`config.mk`:
```
export PLATFORM = sky130hd
export DESIGN_NAME = cos_detector
export DESIGN_NICKNAME = d
export VERILOG_FILES = /design/src/rtl/cos_pkg.sv /design/src/rtl/cos_sync.sv /design/src/rtl/cos_prescaler.sv /design/src/rtl/cos_flag_bank.sv /design/src/rtl/cos_detector.sv
export SDC_FILE = /design/constraint.sdc
export NUM_CORES = 1
export LEC_CHECK = 0
export BUFFER_PORTS_ARGS = -buffer_cell sky130_fd_sc_hd__buf_2
export CAP_MARGIN = 20
export CORE_AREA = 2 2 53 55
export DETAILED_ROUTE_END_ITERATION = 10
export DIE_AREA = 0 0 55 57
export PLACE_DENSITY = 0.7
export SLEW_MARGIN = 20
export SYNTH_ARGS = -nofsm -noshare
export SYNTH_HDL_FRONTEND = slang
export SYNTH_SLANG_ARGS = --single-unit
```
`constraint.sdc`:
```
create_clock -name clk -period 2.8 [get_ports clk]
set_clock_uncertainty 0.15 [all_clocks]
set_input_delay 0.7 -clock clk [delete_from_list [all_inputs] [get_ports clk]]
set_output_delay 0.7 -clock clk [all_outputs]
set_load 0.01 [all_outputs]
```
`src/rtl/cos_pkg.sv`:
```
package cos_pkg;
    typedef enum logic {
        SEL_LEVEL = 1'b0,
        SEL_FLAGS = 1'b1
    } cos_sel_e;
endpackage

```
`src/rtl/cos_sync.sv`:
```
module cos_sync #(
    parameter int W      = 4,
    parameter int STAGES = 2
) (
    input  logic         clk,
    input  logic         rst_n,
    input  logic [W-1:0] din,
    output logic [W-1:0] dout
);
    logic [STAGES-1:0][W-1:0] stage_d, stage_q;

    always_comb begin
        stage_d[0] = din;
        for (int s = 1; s < STAGES; s++) begin
            stage_d[s] = stage_q[s-1];
        end
    end

    always_ff @(posedge clk or negedge rst_n) begin
        if (!rst_n) stage_q <= '0;
        else        stage_q <= stage_d;
    end

    assign dout = stage_q[STAGES-1];


    sync_shift_chk: assert property (@(posedge clk) disable iff (!rst_n)
        1'b1 |=> stage_q[0] == $past(din));
endmodule

```
`src/rtl/cos_prescaler.sv`:
```
module cos_prescaler #(
    parameter int PRESCALE = 92
) (
    input  logic clk,
    input  logic rst_n,
    output logic tick_o
);
    localparam int CW = (PRESCALE > 1) ? $clog2(PRESCALE) : 1;
    localparam logic [CW-1:0] LAST = CW'(PRESCALE - 1);

    logic [CW-1:0] cnt_d, cnt_q;

    always_comb begin
        if (cnt_q == LAST) cnt_d = '0;
        else               cnt_d = cnt_q + 1'b1;
    end

    always_ff @(posedge clk or negedge rst_n) begin
        if (!rst_n) cnt_q <= '0;
        else        cnt_q <= cnt_d;
    end

    assign tick_o = (cnt_q == LAST);


    cnt_range_chk: assert property (@(posedge clk) disable iff (!rst_n)
        cnt_q <= LAST);

    generate
        if (PRESCALE > 1) begin : g_gap

            tick_gap_chk: assert property (@(posedge clk) disable iff (!rst_n)
                tick_o |=> !tick_o);
        end
    endgenerate
endmodule

```
`src/rtl/cos_flag_bank.sv`:
```
module cos_flag_bank #(
    parameter int W = 4
) (
    input  logic         clk,
    input  logic         rst_n,
    input  logic         tick_i,
    input  logic [W-1:0] sample_i,
    input  logic         flag_rd_i,
    output logic [W-1:0] level_o,
    output logic [W-1:0] flags_o
);
    typedef struct packed {
        logic [W-1:0] level;
        logic [W-1:0] flags;
        logic [W-1:0] pending;
        logic         primed;
        logic         rd_act;
    } bank_t;

    bank_t        s_d, s_q;
    logic [W-1:0] chg;
    logic         rd_end;

    always_comb begin
        s_d    = s_q;
        chg    = '0;
        rd_end = s_q.rd_act && !flag_rd_i;
        if (tick_i) begin
            s_d.level = sample_i;
            if (s_q.primed) chg = sample_i ^ s_q.level;
            else            s_d.primed = 1'b1;
        end
        s_d.rd_act = flag_rd_i;
        if (flag_rd_i) begin
            s_d.pending = s_q.pending | chg;
        end else if (rd_end) begin
            s_d.flags   = s_q.pending | chg;
            s_d.pending = '0;
        end else begin
            s_d.flags   = s_q.flags | chg;
        end
    end

    always_ff @(posedge clk or negedge rst_n) begin
        if (!rst_n) s_q <= '0;
        else        s_q <= s_d;
    end

    assign level_o = s_q.level;
    assign flags_o = s_q.flags;


    frozen_chk: assert property (@(posedge clk) disable iff (!rst_n)
        flag_rd_i |=> $stable(s_q.flags));


    pending_idle_chk: assert property (@(posedge clk) disable iff (!rst_n)
        !s_q.rd_act |-> s_q.pending == '0);


    sticky_chk: assert property (@(posedge clk) disable iff (!rst_n)
        !rd_end |=> ((s_q.flags & $past(s_q.flags)) == $past(s_q.flags)));


    no_prime_flag_chk: assert property (@(posedge clk) disable iff (!rst_n)
        !s_q.primed |-> s_q.flags == '0);
endmodule

```
`src/rtl/cos_detector.sv`:
```
module cos_detector #(
    parameter int NUM_IN      = 4,
    parameter int PRESCALE    = 92,
    parameter int SYNC_STAGES = 2
) (
    input  logic              clk,
    input  logic              rst_n,
    input  logic [NUM_IN-1:0] pin_i,
    input  logic              rd_en_i,
    input  logic              rd_sel_i,
    output logic [NUM_IN-1:0] rd_data_o,
    input  logic [NUM_IN-1:0] irq_mask_i,
    output logic              irq_o
);
    import cos_pkg::*;

    logic [NUM_IN-1:0] synced, level, flags;
    logic              tick, flag_rd;

    cos_sync #(.W(NUM_IN), .STAGES(SYNC_STAGES)) u_sync (
        .clk(clk), .rst_n(rst_n), .din(pin_i), .dout(synced));

    cos_prescaler #(.PRESCALE(PRESCALE)) u_pre (
        .clk(clk), .rst_n(rst_n), .tick_o(tick));

    cos_flag_bank #(.W(NUM_IN)) u_bank (
        .clk(clk), .rst_n(rst_n), .tick_i(tick), .sample_i(synced),
        .flag_rd_i(flag_rd), .level_o(level), .flags_o(flags));

    always_comb begin
        flag_rd   = rd_en_i && (cos_sel_e'(rd_sel_i) == SEL_FLAGS);
        rd_data_o = (cos_sel_e'(rd_sel_i) == SEL_FLAGS) ? flags : level;
        irq_o     = |(flags & irq_mask_i);
    end
endmodule

```
==> results_dict.tcl <==
set metrics [dict create \
    drv_cap 0 \
    p_leak_uw 0.0006629 \
    first_pass_iters 4 \
    dpl.hpwl_microns 1479 \
    cts_buffers 5 \
    synth_edf_count 0 \
    first_global_vias 857 \
    worstSetupPathType "input pin to output pin" \
    grt_pass1_wl_microns 3684 \
    cts_htree_levels 2 \
    totalNegativeSetupSlack_ns 0 \
    tightest_slew_ns 0.6267 \
    cts_resized 0 \
    drt_iter0_markers 3 \
    grt_use_total_pct 17.31 \
    async_flop_share_pct 100.0 \
    max_clock_freq_mhz 451.8 \
    hp-start "u_sync.stage_d[4]" \
    ys.flop_type "dfrtp_1" \
    routed_wirelength_microns 2081 \
    critPathLaunchType "input pin" \
    max-slew-margin-rel_pct 58.22 \
    crit_top_cell "buf_2" \
    diodes 0 \
    drc 0 \
    clk_pin_slew_ns 0.09 \
    endpoint_kind "output pin" \
    routedWlPerCell_microns 14.25 \
    fp.coreArea_sq_um 2615 \
    hold_violations 0 \
    io_buffer_count 16 \
    cp-startpoint "rd_sel_i" \
    yosys_warnings 0 \
    row_count 19 \
    n_fill_cell 251 \
    critPathBufInv 2 \
    grt_max_degree 30 \
    syn_inst 94 \
    die-area_sq_um 3135 \
    insertion_delay_ns 0.33 \
    fin_crit_ns 2.213 \
    avgSynthCellArea_sq_um 12.95 \
    clkSinkCount 29 \
    ys_ff_latch 29 \
    setup_viol 0 \
    worstPathRequired_ns 1.95 \
    synth_area_sq_um 1217 \
    antenna_found_initial 0 \
    viasPerCell 5.233 \
    place.gp.congestion 0.6776 \
    crit_family "multiplexers" \
    fin_nets 127 \
    slowest_stage "mux2_2" \
    drive_gt1_share_pct 30.43 \
    outcome "finished, final reports clean" \
    hold_path.class "flip-flop to flip-flop" \
    syn-num-nets 107 \
    detailed_place.area_sq_um 1316 \
    tritoncts "built" \
    synth_fa_ha_area_share_pct 1.028 \
    ctsHoldBuffers 0 \
    rsz0062_at_grt "no" \
    yosys.area_share.simple_pct 10.79 \
    final_area_sq_um 1368 \
    muxShareOfSynthArea_pct 12.74 \
    vias 764 \
    grt_overflow_total 0 \
    synth_xor_area_share_pct 5.755 \
    vdd_drop_max_v 0.0004129 \
    ioPinCount 17 \
    crit_fanout 6 \
    yosysSeqAreaShare_pct 59.61 \
    cts_root_buf "clkbuf_4" \
    synth.distinct_cells 26 \
    reg2reg_from "u_pre.cnt_q[0]" \
    cellPowerDensity_nw_per_um2 505.2 \
    start_util_pct 46.56 \
    postRouteAntennaNets 0 \
    maxSlewViolCount 0 \
    synth_top_family_by_area "multiplexers" \
    cts_setup_buffers 0 \
    area_growth_pct 12.33 \
    final.period_utilization_pct 79.04 \
    synth_compound_area_share_pct 7.811 \
    die_y_microns 57 \
    path_cells "buf_2, mux2_2, buf_2" \
    worst_path_largest_cell_delay_ns 0.35 \
    fp.dieW_microns 55 \
    cts_buffer_depth 2 \
    cp_data_arrival_time_ns 1.36 \
]
[registers in the layout, summed over array words and instances, names as in the netlist]
signal	count
u_pre.cnt_q	7
u_sync.dout	4
u_bank.level_o	4
u_bank.s_q	6
u_bank.flags_o	4
u_sync.stage_d	4
[cell type report]
type | count | area, sq um | share of cell area [%]
clock buffers | 6 | 41.29 | 3.019
clock inverters | 2 | 10.01 | 0.7319
inverters | 2 | 7.507 | 0.5489
multi-input cells | 60 | 464.2 | 33.94
flip-flops and latches | 29 | 725.7 | 53.07
well taps | 31 | 38.79 | 2.836
repair buffers | 16 | 80.08 | 5.855
[cells in the mapped netlist (2+ instances only)]
master,n,area [sq um]
nand3_1,6,30.03
mux2_4,4,60.06
nand2_1,4,15.01
a21oi_1,4,20.02
xor2_1,7,61.31
a22oi_1,2,15.01
inv_1,2,7.510
o2bb2ai_1,4,35.03
mux2i_1,5,50.05
dfrtp_1,29,725.7
mux2_2,4,45.04
nor2_1,9,33.78
[layer usage]
layer	up-vias	routed length [microns]	GRT usage (%)
met5	-	0	0
met4	0	60	10.45
met3	7	113	5.497
met2	20	1005	26.19
met1	367	902	21.20
li1	370	-	-
[through the flow]
step           hold WS (ns)  power [uW]  util (%)  instances  setup slack [ns]
5_1_grt              0.2258       723.7     52.30        146            0.5461
2_1_floorplan        0.1812       446.4         -         94            0.6442
3_3_place_gp         0.1895       464.2     50.33        138            0.5925
4_1_cts              0.2149       701.5     52.30        146            0.5834
6_report             0.2099       690.9     52.30        146            0.5868
3_5_place_dp         0.1926       464.9     50.33        138            0.5875
[cells by family after synthesis]
family	after synthesis
AOI/OAI and AO/OA	13
adders and majority gates	1
muxes	13
xor gates and xnor gates	8
and+or+nand+nor	25
DFF	29
buffers and inverters	5
[power breakdown]
group | switching, uW | internal, uW
Clock | 140 | 95.3
Combinational | 17.4 | 10.0
Sequential | 3.21 | 425
Total | 161 | 530
[worst reg2reg max path, stage by stage, from the launching register on]
cell	delay (ns)
dfrtp_1	0.38
ha_1	0.23
and3_4	0.24
and4b_1	0.52
mux2_4	0.34
[cells in the final DEF (no fill, tap or decap), types with 2 or more instances in the layout]
master,instances
dfrtp_1,29
buf_2,16
nor2_1,9
xor2_1,7
nand3_1,6
mux2i_1,5
clkbuf_4,5
nand2_1,4
mux2_2,4
o2bb2ai_1,4
a21oi_1,4
mux2_4,4
inv_1,2
a22oi_1,2
clkinv_2,2
[path summary, 6_finish.rpt]
path / to / slack, ns / depth (start not counted)
max in group asynchronous: u_sync.dout[1] / 1.85 / 1
min in group asynchronous: u_bank.s_q[0] / 0.24 / 1
min: u_sync.dout[0] / 0.21 / 0
min reg2reg: u_sync.dout[0] / 0.21 / 0
max reg2reg: u_bank.level_o[3] / 0.83 / 4
max: rd_data_o[0] / 0.59 / 3
(Power assumes the default switching activity.)
